==> config.mk <==
export PLATFORM = sky130hd
export DESIGN_NAME = win_addr_xlate
export DESIGN_NICKNAME = d
export VERILOG_FILES = /design/src/rtl/wat_pkg.sv /design/src/rtl/wat_map_regs.sv /design/src/rtl/wat_data_xlate.sv /design/src/rtl/wat_inst_xlate.sv /design/src/rtl/win_addr_xlate.sv
export SDC_FILE = /design/constraint.sdc
export NUM_CORES = 1
export LEC_CHECK = 0
export BUFFER_PORTS_ARGS = -buffer_cell sky130_fd_sc_hd__buf_4
export CORE_MARGIN = 2
export CORE_UTILIZATION = 54
export DETAILED_ROUTE_END_ITERATION = 7
export GPL_TIMING_DRIVEN = 0
export PLACE_DENSITY_LB_ADDON = 0.12
export SYNTH_ARGS = -nofsm -noshare
export SYNTH_HDL_FRONTEND = slang
export SYNTH_SLANG_ARGS = --single-unit
export TNS_END_PERCENT = 50
==> constraint.sdc <==
create_clock -name clk -period 4 [get_ports clk]
set_input_delay 0.4 -clock clk [delete_from_list [all_inputs] [get_ports clk]]
set_output_delay 0.4 -clock clk [all_outputs]
set_load 0.05 [all_outputs]
==> src/rtl/wat_pkg.sv <==
package wat_pkg;
    typedef enum logic [1:0] {
        TGT_DRAM = 2'b00,
        TGT_IRAM = 2'b01,
        TGT_UMEM = 2'b10
    } tgt_e;

    typedef enum logic [1:0] {
        RG_LOW,
        RG_WIN,
        RG_IO
    } region_e;

    typedef enum logic {
        XS_IDLE,
        XS_HOLD
    } xstate_e;

    localparam int MAP_W        = 16;
    localparam int NUM_MAPS     = 3;
    localparam int MAP_IRAM_BIT = 12;
    localparam logic [MAP_W-1:0] MAP_RST [NUM_MAPS] = '{16'h0000, 16'h007F, 16'h0000};
endpackage

==> src/rtl/wat_map_regs.sv <==
module wat_map_regs
    import wat_pkg::*;
(
    input  logic             clk,
    input  logic             rst_n,
    input  logic             cfg_we,
    input  logic [1:0]       cfg_sel,
    input  logic [MAP_W-1:0] cfg_wdata,
    output logic [MAP_W-1:0] cfg_rdata,
    output logic [MAP_W-1:0] imap0,
    output logic [MAP_W-1:0] imap1,
    output logic [MAP_W-1:0] dmap
);
    logic [MAP_W-1:0] map_q [NUM_MAPS];

    for (genvar g = 0; g < NUM_MAPS; g++) begin : g_map
        always_ff @(posedge clk) begin
            if (!rst_n)
                map_q[g] <= MAP_RST[g];
            else if (cfg_we && (cfg_sel == 2'(g)))
                map_q[g] <= cfg_wdata;
        end
    end

    always_comb begin
        unique case (cfg_sel)
            2'd0:    cfg_rdata = map_q[0];
            2'd1:    cfg_rdata = map_q[1];
            2'd2:    cfg_rdata = map_q[2];
            default: cfg_rdata = '0;
        endcase
    end

    assign imap0 = map_q[0];
    assign imap1 = map_q[1];
    assign dmap  = map_q[2];

    // data-map write lands on the next edge
    p_dmap_write_r9: assert property (@(posedge clk) disable iff (!rst_n)
        cfg_we && cfg_sel == 2'd2 |=> dmap == $past(cfg_wdata));
    // select 3 writes leave every map untouched
    p_sel3_ignored_r9: assert property (@(posedge clk) disable iff (!rst_n)
        cfg_we && cfg_sel == 2'd3 |=> $stable(imap0) && $stable(imap1) && $stable(dmap));
endmodule

==> src/rtl/wat_data_xlate.sv <==
module wat_data_xlate
    import wat_pkg::*;
#(
    parameter int DADDR_W = 16,
    parameter int IADDR_W = 18,
    parameter int UOFF_W  = 17,
    parameter int WIN_W   = 14,
    parameter int SEG_W   = 7,
    parameter int SEGIX_W = 8
) (
    input  logic                   clk,
    input  logic                   rst_n,
    input  logic                   map_to_iram,
    input  logic [UOFF_W-WIN_W+SEG_W-1:0] map_field,
    input  logic [(1<<SEG_W)-1:0]  seg_present,
    input  logic                   d_valid,
    input  logic [DADDR_W-1:0]     d_addr,
    output logic                   d_out_valid,
    output logic [1:0]             d_target,
    output logic [SEGIX_W-1:0]     d_seg,
    output logic [IADDR_W-1:0]     d_offset,
    output logic                   d_buserr
);
    localparam int IPAGE_W = IADDR_W - WIN_W;
    localparam int UPAGE_W = UOFF_W - WIN_W;
    localparam int TAG_W   = DADDR_W - 4;
    localparam logic [TAG_W-1:0] IO_TAG = TAG_W'(12'hFF0);

    region_e              region;
    tgt_e                 tgt_n;
    logic [SEGIX_W-1:0]   seg_n;
    logic [IADDR_W-1:0]   off_n;
    logic                 err_n;
    logic [SEG_W-1:0]     useg;
    xstate_e              st_q;

    assign useg = map_field[UPAGE_W +: SEG_W];

    always_comb begin
        if (!d_addr[DADDR_W-1])      region = RG_LOW;
        else if (!d_addr[DADDR_W-2]) region = RG_WIN;
        else                         region = RG_IO;
    end

    always_comb begin
        tgt_n = TGT_DRAM;
        seg_n = '0;
        off_n = IADDR_W'(d_addr);
        err_n = 1'b0;
        unique case (region)
            RG_LOW: ;
            RG_IO:  err_n = (d_addr[DADDR_W-1:4] != IO_TAG);
            RG_WIN: begin
                if (map_to_iram) begin
                    tgt_n = TGT_IRAM;
                    off_n = {map_field[IPAGE_W-1:0], d_addr[WIN_W-1:0]};
                end else begin
                    tgt_n = TGT_UMEM;
                    seg_n = SEGIX_W'(useg);
                    off_n = IADDR_W'({map_field[UPAGE_W-1:0], d_addr[WIN_W-1:0]});
                    err_n = !seg_present[useg];
                end
            end
            default: ;
        endcase
    end

    // result register (IDLE <-> HOLD follows d_valid)
    always_ff @(posedge clk) begin
        if (!rst_n) begin
            st_q     <= XS_IDLE;
            d_target <= TGT_DRAM;
            d_seg    <= '0;
            d_offset <= '0;
            d_buserr <= 1'b0;
        end else begin
            st_q <= d_valid ? XS_HOLD : XS_IDLE;
            if (d_valid) begin
                d_target <= tgt_n;
                d_seg    <= seg_n;
                d_offset <= off_n;
                d_buserr <= err_n;
            end
        end
    end

    assign d_out_valid = (st_q == XS_HOLD);

    // lower half goes straight to data RAM
    p_low_direct_r1: assert property (@(posedge clk) disable iff (!rst_n)
        d_valid && !d_addr[DADDR_W-1] |=>
            d_target == TGT_DRAM && !d_buserr && d_offset == IADDR_W'($past(d_addr)));
    // outside the legal I/O hole the bus error rises
    p_io_hole_r2: assert property (@(posedge clk) disable iff (!rst_n)
        d_valid && d_addr[DADDR_W-1 -: 2] == 2'b11 && d_addr[DADDR_W-1:4] != IO_TAG |=> d_buserr);
    // result valid one cycle after request
    p_valid_follow_r10: assert property (@(posedge clk) disable iff (!rst_n)
        d_valid |=> d_out_valid);
    p_valid_drop_r10: assert property (@(posedge clk) disable iff (!rst_n)
        !d_valid |=> !d_out_valid);
endmodule

==> src/rtl/wat_inst_xlate.sv <==
module wat_inst_xlate
    import wat_pkg::*;
#(
    parameter int IADDR_W = 18,
    parameter int UOFF_W  = 17,
    parameter int SEG_W   = 7,
    parameter int SEGIX_W = 8
) (
    input  logic                  clk,
    input  logic                  rst_n,
    input  logic                  m0_iram,
    input  logic [SEGIX_W-1:0]    m0_seg,
    input  logic                  m1_iram,
    input  logic [SEGIX_W-1:0]    m1_seg,
    input  logic [(1<<SEG_W)-1:0] seg_present,
    input  logic                  i_valid,
    input  logic [IADDR_W-1:0]    i_addr,
    output logic                  i_out_valid,
    output logic [1:0]            i_target,
    output logic [SEGIX_W-1:0]    i_seg,
    output logic [IADDR_W-1:0]    i_offset,
    output logic                  i_unmapped
);
    localparam int NSEG = 1 << SEG_W;

    logic               hi_half;
    logic               sel_iram;
    logic [SEGIX_W-1:0] sel_seg;
    tgt_e               tgt_n;
    logic [SEGIX_W-1:0] seg_n;
    logic [IADDR_W-1:0] off_n;
    logic               unm_n;
    xstate_e            st_q;

    assign hi_half  = i_addr[IADDR_W-1];
    assign sel_iram = hi_half ? m1_iram : m0_iram;
    assign sel_seg  = hi_half ? m1_seg  : m0_seg;

    always_comb begin
        if (sel_iram) begin
            tgt_n = TGT_IRAM;
            seg_n = '0;
            off_n = i_addr;
            unm_n = 1'b0;
        end else begin
            tgt_n = TGT_UMEM;
            seg_n = sel_seg;
            off_n = IADDR_W'(i_addr[UOFF_W-1:0]);
            unm_n = (sel_seg > SEGIX_W'(NSEG - 1)) || !seg_present[sel_seg[SEG_W-1:0]];
        end
    end

    always_ff @(posedge clk) begin
        if (!rst_n) begin
            st_q       <= XS_IDLE;
            i_target   <= TGT_DRAM;
            i_seg      <= '0;
            i_offset   <= '0;
            i_unmapped <= 1'b0;
        end else begin
            st_q <= i_valid ? XS_HOLD : XS_IDLE;
            if (i_valid) begin
                i_target   <= tgt_n;
                i_seg      <= seg_n;
                i_offset   <= off_n;
                i_unmapped <= unm_n;
            end
        end
    end

    assign i_out_valid = (st_q == XS_HOLD);

    // lower half with map 0 pointing at instruction RAM keeps the full address
    p_iram_full_r6: assert property (@(posedge clk) disable iff (!rst_n)
        i_valid && !i_addr[IADDR_W-1] && m0_iram |=>
            i_target == TGT_IRAM && i_offset == $past(i_addr) && !i_unmapped);
    // a segment index past the last segment is unmapped
    p_big_seg_r7: assert property (@(posedge clk) disable iff (!rst_n)
        i_valid && i_addr[IADDR_W-1] && !m1_iram && m1_seg[SEGIX_W-1] |=> i_unmapped);
    // result valid one cycle after request
    p_ivalid_follow_r10: assert property (@(posedge clk) disable iff (!rst_n)
        i_valid |=> i_out_valid);
endmodule

==> src/rtl/win_addr_xlate.sv <==
module win_addr_xlate
    import wat_pkg::*;
#(
    parameter int DADDR_W = 16,
    parameter int IADDR_W = 18,
    parameter int UOFF_W  = 17,
    parameter int WIN_W   = 14,
    parameter int SEG_W   = 7,
    parameter int SEGIX_W = 8
) (
    input  logic                  clk,
    input  logic                  rst_n,
    input  logic                  cfg_we,
    input  logic [1:0]            cfg_sel,
    input  logic [15:0]           cfg_wdata,
    output logic [15:0]           cfg_rdata,
    input  logic [(1<<SEG_W)-1:0] seg_present,
    input  logic                  d_valid,
    input  logic [DADDR_W-1:0]    d_addr,
    output logic                  d_out_valid,
    output logic [1:0]            d_target,
    output logic [SEGIX_W-1:0]    d_seg,
    output logic [IADDR_W-1:0]    d_offset,
    output logic                  d_buserr,
    input  logic                  i_valid,
    input  logic [IADDR_W-1:0]    i_addr,
    output logic                  i_out_valid,
    output logic [1:0]            i_target,
    output logic [SEGIX_W-1:0]    i_seg,
    output logic [IADDR_W-1:0]    i_offset,
    output logic                  i_unmapped
);
    localparam int DFIELD_W = UOFF_W - WIN_W + SEG_W;

    logic [MAP_W-1:0] imap0, imap1, dmap;

    wat_map_regs u_regs (
        .clk       (clk),
        .rst_n     (rst_n),
        .cfg_we    (cfg_we),
        .cfg_sel   (cfg_sel),
        .cfg_wdata (cfg_wdata),
        .cfg_rdata (cfg_rdata),
        .imap0     (imap0),
        .imap1     (imap1),
        .dmap      (dmap)
    );

    wat_data_xlate #(
        .DADDR_W (DADDR_W), .IADDR_W (IADDR_W), .UOFF_W (UOFF_W),
        .WIN_W   (WIN_W),   .SEG_W   (SEG_W),   .SEGIX_W (SEGIX_W)
    ) u_data (
        .clk         (clk),
        .rst_n       (rst_n),
        .map_to_iram (dmap[MAP_IRAM_BIT]),
        .map_field   (dmap[DFIELD_W-1:0]),
        .seg_present (seg_present),
        .d_valid     (d_valid),
        .d_addr      (d_addr),
        .d_out_valid (d_out_valid),
        .d_target    (d_target),
        .d_seg       (d_seg),
        .d_offset    (d_offset),
        .d_buserr    (d_buserr)
    );

    wat_inst_xlate #(
        .IADDR_W (IADDR_W), .UOFF_W (UOFF_W), .SEG_W (SEG_W), .SEGIX_W (SEGIX_W)
    ) u_inst (
        .clk         (clk),
        .rst_n       (rst_n),
        .m0_iram     (imap0[MAP_IRAM_BIT]),
        .m0_seg      (imap0[SEGIX_W-1:0]),
        .m1_iram     (imap1[MAP_IRAM_BIT]),
        .m1_seg      (imap1[SEGIX_W-1:0]),
        .seg_present (seg_present),
        .i_valid     (i_valid),
        .i_addr      (i_addr),
        .i_out_valid (i_out_valid),
        .i_target    (i_target),
        .i_seg       (i_seg),
        .i_offset    (i_offset),
        .i_unmapped  (i_unmapped)
    );
endmodule

=== After elaboration in Yosys (flattened, before gate mapping) ===
Memories as Yosys holds them, arrays and structs flattened.
Index checks and enable logic that the tools add are counted.

* Register bits after elaboration: 60
* Memory bits (writable): 48
* Input port bits: 185
* Output and inout bits: 76
* Word-level logic and storage cells: 65
* Memories: 1

{| class="wikitable"
|+ Memories
! name !! words !! bits a word !! rd ports !! clocked after memory_dff !! wr ports !! line !! RTL
|-
| u_regs.map_q || 3 || 16 || 3 || 0 || 3 || wat_map_regs.sv:14 || <nowiki>logic [MAP_W-1:0] map_q [NUM_MAPS];</nowiki>
|}

* Magnitude comparators: 3
* Equality and inequality tests: 5
* Mux-type cells: 36
* Bitwise logic cells: 3
* Reductions and logical operators: 7

{| class="wikitable"
|+ Operators by type and width
! operator !! number
|-
| 18-bit 2-to-1 mux || 3
|-
| 16-bit 2-to-1 mux || 3
|-
| 16-bit one-hot mux with 3 select lines || 1
|-
| 8-bit 2-to-1 mux || 3
|-
| 1-bit 2-to-1 mux || 17
|-
| 7-bit by 8-bit < comparator with 1-bit output, second input constant || 2
|-
| 1-bit binary-select mux with 7-bit select || 2
|-
| 12-bit inequality test, second input constant || 1
|-
| 2-bit 2-to-1 mux || 5
|-
| 8-bit by 7-bit greater-than comparator with 1-bit output, second input constant || 1
|-
| 7-bit 2-to-1 mux || 1
|-
| 2-bit by 1-bit equality test with 1-bit output, second input constant || 2
|-
| 2-bit equality test, second input constant || 2
|-
| 1-bit logical AND || 3
|-
| 1-bit bitwise OR || 3
|-
| 1-bit logical NOT || 2
|-
| 2-bit logical NOT || 1
|-
| 1-bit one-hot mux with 2 select lines || 1
|-
| 1-bit logical OR || 1
|}

=== Longest topological paths before layout ===
Gate-level depths: netlist (run 1).
An unclocked memory read counts as a cell.

* Word-level depth: 7
* Mapped depth: 12
* Depth with buffers taken out: 8

=== Cells and area by module ===
From an unflattened synthesis (run 1), not the netlist that was laid out.

* Cells, all modules: 708
* Area, all modules: 7,158.1 µm²

{| class="wikitable"
|+ Modules (own cells, without submodules)
! module !! instances !! cells an instance !! area each (µm²) !! seq. area each (µm²)
|-
| wat_inst_xlate || 1 || 325 || 2,541.2 || 600.6
|-
| wat_data_xlate || 1 || 222 || 2,444.8 || 580.6
|-
| wat_map_regs || 1 || 161 || 2,172.1 || 1,441.4
|}

=== Least setup slack after synthesis (run 1) ===
No wires, ideal clock.

* Path type: input to output
* From: input cfg_sel[0]
* To: output cfg_rdata[10]
* Arrival: 2.485 ns
* Data required time: 3.600 ns
* Path slack: 1.115 ns
* Cell stages on the path: 4
* Cell sequence: buf_1 > clkbuf_1 > mux2i_1 > o21ai_0

* Longest elaborated chain between the ends: 2

{| class="wikitable"
|+ RTL lines
! what !! line !! RTL
|-
| start: declaration || win_addr_xlate.sv:14 || <nowiki>input logic [1:0] cfg_sel,</nowiki>
|-
| 2-bit equality test, or another cell as far along || wat_map_regs.sv:26 || <nowiki>unique case (cfg_sel)</nowiki>
|-
| 16-bit one-hot mux with 3 select lines (*) || wat_map_regs.sv:26 ||
|-
| end: declaration || win_addr_xlate.sv:16 || <nowiki>output logic [15:0] cfg_rdata,</nowiki>
|}

Mark *: on every way between the ends. The rest lies on a longest branch, timed or not.

==> metrics.cfg, run 1 <==
[pwr]
switching_share=0.323
peakVddDrop_mv=0.353
p_seq_frac=0.400
p_total_mw=3.13
clock_power_share=0.282
p_leak_nw=4.00
p_comb_frac=0.319
p_per_area_mw_per_mm2=338
switching_power_mw=1.01
p_int_mw=2.12

[sta]
fmax_ghz=0.341
fin_skew_ns=0.00676
finalSetupViolCount=0
hold_viol=0
slew_headroom=0.355
tns_ns=0
tightest_slew_ns=0.965
rsz0062_at_grt=false
post-route-period-util=0.734
setup_ws_ns=1.07
drv_slew=0
final.min_clock_period_ns=2.93
hold_slack_ns=0.304

[finish]
layoutNonFillerInstCount=1111
final_nets=1119
nFillCells=930
drive_gt1_frac=0.359
synthToLayoutAreaGrowth_pct=35.4
final_area_mm2=0.00928
antenna_cells=0
regArea_mm2=0.00262
utilization=0.741
multiInputGateArea_mm2=0.00393

[yosys]
synth_commonest_cells=92 x mux2i_1, 86 x nand2_1, 59 x dfxtp_1, 53 x and2_1, 48 x edfxtp_1
yosys.area.top_type=edfxtp_1
syn_inst=669
synth_area_leaders=edfxtp_1 21%, dfxtp_1 17%, mux4_2 14%
synth.distinct_cells=44
synthesis.nets=854
synth_edf_count=48
synth_warnings=0
netlist_area_mm2=0.00685
synth_seq_area_share=0.383
synth_most_common_cell=mux2i_1
netlist.area_leader.share=0.210
ys_ff_latch=107
synth_flop_cell=dfxtp_1
syn_avg_cell_area_um2=10.2
async_flop_share=0

[cts]
cts-root-buf=clkbuf_16
clk_path_buf_depth=2
cts_buffers=9
clkSinkCount=107
ctsResizeCount=0
clk_latency_ns=0.36
htree_levels=3
cts_tree=yes
hold_buffers=0
cts.clk_slew.worst_paths_ns=0.07
cts_setup_buffers=0

[hold_path]
hp-class=primary input to flop

[routing]
drt_iter0_drc=679
dr.pass1.iters=5
drc_errors=0
viasPerCell=5.98
ant_nets=0
wl_per_cell_um=21.3
vias=6640
routed_wl_um=23700

[global_routing]
grt_max_degree=18
antenna_found_initial=0
grt_usage=0.348
grt_pass1_vias=6407
grt_pass1_wl_um=35200
overflow=0

[setup_path]
reg2reg_depth=9
r2r-start=u_regs.map_q[1][1]$_SDFFCE_PN1P_
crit_end=u_inst.i_unmapped$_SDFFE_PN0P_
reg2reg_to=u_inst.i_unmapped$_SDFFE_PN0P_
cp.required_ns=4.28
r2r_slack_ns=1.07
worstPathArrival_ns=3.22
end_kind=flop
startpoint=u_regs.map_q[1][1]$_SDFFCE_PN1P_
critPathMaxFanout=10
crit_type=flop to flop
start_kind=flop

[floorplan]
die_w_um=117
fp.dieArea_mm2=0.0136
die_height_um=117
core_area_mm2=0.0125
io_pins=261
initial_core_util=0.548
rows=41

[placed_design]
placed_area_mm2=0.00898
dp_cells=1095
io_buffers=254
dp_hpwl_um=18700
routabilityCongestion=0.935
dp_slack_ns=0.961

[job]
maxCapViolations=0

[outcome]
outcome=completed

worst min-delay path by stage:
| stage | slack (ns) | from | cells past startpoint | end |
|---|---|---|---|---|
| after floorplan | 0.52 | u_regs.map_q[2][0]$_SDFFCE_PN0P_ | 2 | u_data.d_offset[14]$_SDFFE_PN0P_ |
| after global placement | 0.46 | u_data.d_buserr$_SDFFE_PN0P_ | 2 | u_data.d_buserr$_SDFFE_PN0P_ |
| after detailed placement | 0.47 | u_data.d_buserr$_SDFFE_PN0P_ | 2 | u_data.d_buserr$_SDFFE_PN0P_ |
| after CTS | 0.30 | i_addr[2] | 3 | u_inst.i_offset[2]$_SDFFE_PN0P_ |
| after global routing | 0.32 | i_addr[8] | 3 | u_inst.i_offset[8]$_SDFFE_PN0P_ |
| final | 0.30 | i_addr[2] | 3 | u_inst.i_offset[2]$_SDFFE_PN0P_ |
critical path, stage by stage (launching register included):
cell	delay, ns
edfxtp_1	0.41
mux2i_1	0.41
clkbuf_1	0.56
clkbuf_1	0.50
nand3_1	0.15
a211oi_1	0.27
a21oi_1	0.10
nor2_1	0.24
nor3_1	0.07
a21boi_0	0.15
state kept, by name, summed over array words and instances, names as in the netlist, 2 cells and up:
| signal | count |
|---|---|
| u_regs.map_q | 48 |
| u_data.d_offset | 18 |
| u_inst.i_offset | 18 |
| u_inst.i_seg | 8 |
| u_data.d_seg | 7 |
| u_data.d_target | 2 |
| u_inst.i_target | 2 |
cell families (layout without fill, tap and decap cells):
kind of cell	Yosys count	count (layout)	synth area share
other	1	1	0.000547
DFF	107	107	0.383
buffers and inverters	68	338	0.0451
AOI/OAI and AO/OA	91	91	0.0893
muxes	139	139	0.281
and+or+nand+nor	263	263	0.202
per-layer routing:
metal | track usage | part of all wire | vias up
met2 | 0.592 | 0.50 | 381
met1 | 0.440 | 0.37 | 3220
met4 | 0.130 | 0.031 | 0
met5 | 0 | 0 | -
li1 | - | - | 2977
met3 | 0.0727 | 0.095 | 62
power by group through the flow:
stage	logic, mW	clock network (mW)	registers [mW]
6_report	0.998	0.882	1.25
3_3_place_gp	0.964	0	1.27
5_1_grt	1.05	0.926	1.26
4_1_cts	0.985	0.884	1.25
3_5_place_dp	0.982	0	1.27
2_1_floorplan	0.496	0	1.37
area by class of cell:
cell class | instances | area share
multi-input combinational | 494 | 0.423
timing repair buffer | 254 | 0.205
tap | 172 | 0.0232
clock inverter | 4 | 0.00310
buffer | 57 | 0.0289
inverter | 11 | 0.00445
clock buffer | 12 | 0.0289
sequential | 107 | 0.283
cell usage in the layout, fill, tap and decap left out, types with 7 or more instances in the layout:
cell type / count
nand2_1: 86
mux2i_1: 92
inv_1: 11
nor2b_1: 37
clkbuf_1: 34
a31oi_1: 9
a211oi_1: 7
edfxtp_1: 48
a21boi_0: 15
a21oi_1: 7
o21ai_0: 21
nand3_1: 35
clkbuf_16: 10
and2_1: 53
buf_4: 258
mux4_2: 42
nand2b_1: 25
dfxtp_1: 59
buf_2: 13
o22ai_1: 7
(Power assumes the default switching activity.)
==> inputs of run 2 (changes only) <==
- CORE_UTILIZATION: 54 -> 45
- clock period: 4 -> 2.5 ns (I/O delays scaled with it)
==> run 2 against run 1 <==
Sequential share of layout area down 0.94 points; largest power group unchanged; core utilization decreased by 10 points; worst hold slack worse by 0.15 ns; clock power up 58%; combinational power increased by 68%; via count fell by 0.72%.
==> metrics.cfg, run 2 (synthesized netlist as in run 1, its figures left out) <==
[hold_path]
holdPathStages=3
hp-class=primary input to flop
hold_start=i_addr[7]

[global_routing]
grt_pass1_vias=6631
grt_max_degree=19
grt_pass1_wl_um=36000
antenna_found_initial=0
grt_usage=0.291
overflow=0

[routing]
drt-met1-wl_um=9610
dr.pass1.iters=5
wl_met2_um=11700
wl_met3_um=1990
drc_errors=0
vias=6592
wl_per_cell_um=20.9
ant_nets=0
viasPerCell=5.78
drt_iter0_drc=441
routed_wl_um=23800
top_layer_used=met4

[sta]
finalSetupViolCount=0
rsz0062_at_grt=true
hold_viol=0
drv_slew=0
fin_skew_ns=0.00782
post-route-period-util=0.992
final.min_clock_period_ns=2.48
tightest_slew_ns=0.920
slew_headroom=0.386
fmax_ghz=0.403
hold_slack_ns=0.153
tns_ns=0

[pwr]
p_per_area_mw_per_mm2=529
switching_power_mw=1.64
peakVddDrop_mv=0.399
clock_power_share=0.274
p_leak_nw=4.15
switching_share=0.323
p_seq_frac=0.395
p_comb_frac=0.331
p_int_mw=3.43

[cts]
hold_buffers=0
clk_path_buf_depth=2
clkSinkCount=107
cts_buffers=9
cts.clk_slew.worst_paths_ns=0.07
clk_latency_ns=0.36
cts_tree=yes
htree_levels=3
cts-root-buf=clkbuf_16

[finish]
final_nets=1133
synthToLayoutAreaGrowth_pct=40.1
layout_common_cells=271 x buf_4, 89 x mux2i_1, 85 x nand2_1
utilization=0.639
largestRegisters=u_regs.map_q (48), u_data.d_offset (18), u_inst.i_offset (18)
largest_reg_flops=48
final_common_cell=buf_4
drive_gt1_frac=0.391
top_register=u_regs.map_q
antenna_cells=0

[setup_path]
startpoint=u_regs.map_q[2][4]$_SDFFCE_PN0P_
cp_common_cell=mux4_2
critPathMaxFanout=7
reg2reg_depth=9
r2r-start=u_regs.map_q[2][4]$_SDFFCE_PN0P_
crit_type=flop to flop
cp.depth=9
cp_cell_sequence=buf_6, buf_4, mux4_2, mux4_2, mux2_4, nand2_2, nand4b_1, and3_1, o21ai_1
end_kind=flop
critPathBufInv=2
slowest_stage=mux4_2
start_kind=flop
cp.required_ns=2.79
critPathMaxStageDelay_ns=0.50
worstPathArrival_ns=2.77
critical-path-top-delay-family=multiplexers

[placed_design]
dp_hpwl_um=18800
io_buffers=254
routabilityCongestion=0.956

[job]
maxCapViolations=0

[floorplan]
io_pins=261
die_w_um=127
initial_core_util=0.456
core_area_mm2=0.0150
fp.dieArea_mm2=0.0162
rows=45
die_height_um=127

[outcome]
outcome=completed

[run 2: cell types whose count changed in the layout (fill, tap and decap cells not counted), sizes merged]
cell	before	now
buf	278	288
clkbuf	45	49
clkinv	1	0
clkinvlp	1	2
[run 2: path summary, 6_finish.rpt]
| path | to | slack (ns) |
|---|---|---|
| setup / recovery | u_data.d_buserr$_SDFFE_PN0P_ | 0.02 |
| hold / removal | u_inst.i_offset[7]$_SDFFE_PN0P_ | 0.15 |
| setup reg to reg | u_data.d_buserr$_SDFFE_PN0P_ | 0.02 |
| hold reg to reg | u_data.d_seg[0]$_SDFFE_PN0P_ | 0.49 |
[run 2: per-layer routing]
metal	global-route usage	vias up
met5	0	-
met4	0.0821	0
met3	0.0465	35
met2	0.501	337
met1	0.379	3208
li1	-	3012
[run 2: what timing repair did]
action	4_1_cts	5_1_grt
resized for setup	22	33
pin swaps	0	2
gates cloned	0	1
setup buffers	0	13
setup endpoints to repair	3	12
[run 2: final cells by class]
type                    instances  area [um^2]
flip-flops and latches        107         2620
repair buffers                269         2060
well taps                     188          235
inverters                      11         41.3
clock buffers                  12          258
clock inverters                 4         32.5
plain buffers                  56          344
multi-input cells             494         4010
fillers                      1322         5430
[run 2: worst reg2reg max path: cells and delay by family, from the launching register on]
family / cells / cell delay, ns
compound gates: 1 / 0.10
mux: 3 / 1.28
buf+inv: 2 / 0.29
simple gates: 3 / 0.40
flops: 1 / 0.34
[run 2: power groups by stage]
stage	logic, mW	clock network (mW)	registers [mW]
floorplan	0.795	0	2.20
global route	1.77	1.46	2.02
detailed placement	1.59	0	2.04
global placement	1.56	0	2.04
CTS	1.61	1.40	2.00
finish	1.68	1.39	2.01
[run 2: metrics by stage]
step	setup slack (ns)	instances	power (mW)	cell area (um^2)
4_1_cts	-0.0863	1128	5.01	9370
6_report	0.0200	1141	5.08	9600
2_1_floorplan	-0.0851	669	2.99	6850
3_3_place_gp	-0.864	1111	3.60	9000
5_1_grt	-0.0209	1141	5.25	9600
3_5_place_dp	-0.637	1112	3.63	9020
==> inputs of run 3 (changes only) <==
- GPL_TIMING_DRIVEN: 0 -> default
==> run 3 against run 2 <==
Final cell count is 3.1% lower; clock power is 5% lower; first-iteration DRC count increased by 7.5%; power decreased by 3.0%; clock skew up 0.0016 ns; maximum frequency grew 3.2%.
==> metrics.cfg, run 3 (synthesized netlist as in run 1, its figures left out) <==
[outcome]
outcome=completed

[routing]
ant_nets=0
viasPerCell=5.68
drt_iter0_drc=474
dr.pass1.iters=5
wl_per_cell_um=20.3
drc_errors=0
vias=6280
routed_wl_um=22400

[finish]
largest_reg_flops=48
regArea_mm2=0.00262
final_common_cell=buf_4
utilization=0.623
layout_common_cells=284 x buf_4, 89 x mux2i_1, 86 x nand2_1
final_nets=1098
multiInputGateArea_mm2=0.00396
drive_gt1_frac=0.387
synthToLayoutAreaGrowth_pct=36.7
nFillCells=1314
antenna_cells=0
top_register=u_regs.map_q
largestRegisters=u_regs.map_q (48), u_data.d_offset (18), u_inst.i_offset (18)

[hold_path]
hold_start=d_addr[0]
holdPathStages=3
hp-class=primary input to flop
hold_end=u_data.d_offset[0]$_SDFFE_PN0P_

[pwr]
peakVddDrop_mv=0.327
p_leak_nw=4.05
p_int_mw=3.34
clock_power_share=0.269
switching_share=0.322
p_per_area_mw_per_mm2=526
p_seq_frac=0.409
switching_power_mw=1.58
p_comb_frac=0.322

[placed_design]
routabilityCongestion=0.945
io_buffers=259
dp_hpwl_um=17800

[floorplan]
die_w_um=127
die_height_um=127
rows=45
fp.dieArea_mm2=0.0162
initial_core_util=0.456
core_area_mm2=0.0150
io_pins=261

[cts]
cts_buffers=9
htree_levels=3
hold_buffers=0
ctsResizeCount=0
cts.clk_slew.worst_paths_ns=0.07
cts_setup_buffers=0
clk_latency_ns=0.34
cts-root-buf=clkbuf_16
clkSinkCount=107
clk_path_buf_depth=2
cts_tree=yes

[setup_path]
critical-path-top-delay-family=multiplexers
end_kind=flop
critPathMaxStageDelay_ns=0.50
cp.depth=8
worstPathArrival_ns=2.68
r2r-start=u_regs.map_q[2][4]$_SDFFCE_PN0P_
critPathBufInv=1
cp.required_ns=2.77
r2r_slack_ns=0.1
slowest_stage=mux4_2
crit_type=flop to flop
reg2reg_to=u_data.d_buserr$_SDFFE_PN0P_
reg2reg_depth=8
cp_cell_sequence=buf_12, mux4_2, mux4_2, mux2_2, nand2_1, nand4b_1, and3_1, o21ai_1
critPathMaxFanout=13
start_kind=flop
startpoint=u_regs.map_q[2][4]$_SDFFCE_PN0P_
cp_common_cell=mux4_2

[sta]
hold_viol=0
fin_skew_ns=0.00937
tightest_slew_ns=0.872
fmax_ghz=0.416
rsz0062_at_grt=false
final.min_clock_period_ns=2.40
post-route-period-util=0.962
slew_headroom=0.415
drv_slew=0
tns_ns=0
finalSetupViolCount=0

[global_routing]
antenna_found_initial=0
overflow=0
grt_pass1_vias=6486
grt_usage=0.276
grt_max_degree=64
grt_pass1_wl_um=34900

[job]
maxCapViolations=0

-- run 3: cell count changes in the layout (fill, tap and decap cells not counted), moves of 4 or more --
cell      change
clkbuf_2      -8
o21ai_2       -4
buf_2         -6
buf_4        +13
clkbuf_4      -4
clkbuf_1     -26
-- run 3: how the worst max path moves through the flow --
stage,endpoint,slack [ns]
floorplan,cfg_rdata[14],-0.09
global placement,u_inst.i_unmapped$_SDFFE_PN0P_,0.07
detailed placement,u_inst.i_unmapped$_SDFFE_PN0P_,0.08
CTS,u_data.d_buserr$_SDFFE_PN0P_,0.1
global route,u_inst.i_unmapped$_SDFFE_PN0P_,0.005
finish,u_data.d_buserr$_SDFFE_PN0P_,0.1
-- run 3: metal layers --
| metal | routed length [um] | track usage | vias to the layer above |
|---|---|---|---|
| met2 | 11100 | 0.473 | 295 |
| met1 | 9170 | 0.352 | 3021 |
| li1 | - | - | 2929 |
| met4 | 438 | 0.0860 | 0 |
| met5 | 0 | 0 | - |
| met3 | 1720 | 0.0557 | 35 |
-- run 3: metrics by stage --
stage               cells  hold WS, ns  worst slack, ns  cell area [um^2]  power (mW)
finish               1106        0.165           0.0961              9370        4.92
global route         1106        0.172          0.00470              9370        5.12
CTS                  1106        0.160           0.0956              9350        4.94
detailed placement   1090        0.472           0.0803              9080        3.63
global placement     1090        0.469           0.0686              9080        3.60
floorplan             669        0.410          -0.0851              6850        2.99
-- run 3: worst reg2reg max path, delay by kind of cell (launching register included) --
kind	cells	cell delay [ns]
DFF	1	0.38
and+or+nand+nor	3	0.37
buffers and inverters	1	0.17
AOI/OAI and AO/OA	1	0.11
muxes	3	1.31
-- run 3: area by class of cell --
cell class / count / area share
clock buffer: 9 / 0.0240
timing repair buffer: 290 / 0.239
clock inverter: 7 / 0.00548
multi-input combinational: 494 / 0.422
sequential: 107 / 0.280
inverter: 11 / 0.00441
tap: 188 / 0.0251
-- run 3: power by group through the flow --
stage	Clock [mW]	Combinational, mW	Sequential, mW
floorplan	0	0.795	2.20
global placement	0	1.55	2.05
detailed placement	0	1.57	2.06
CTS	1.35	1.58	2.02
global route	1.40	1.69	2.03
finish	1.32	1.58	2.02
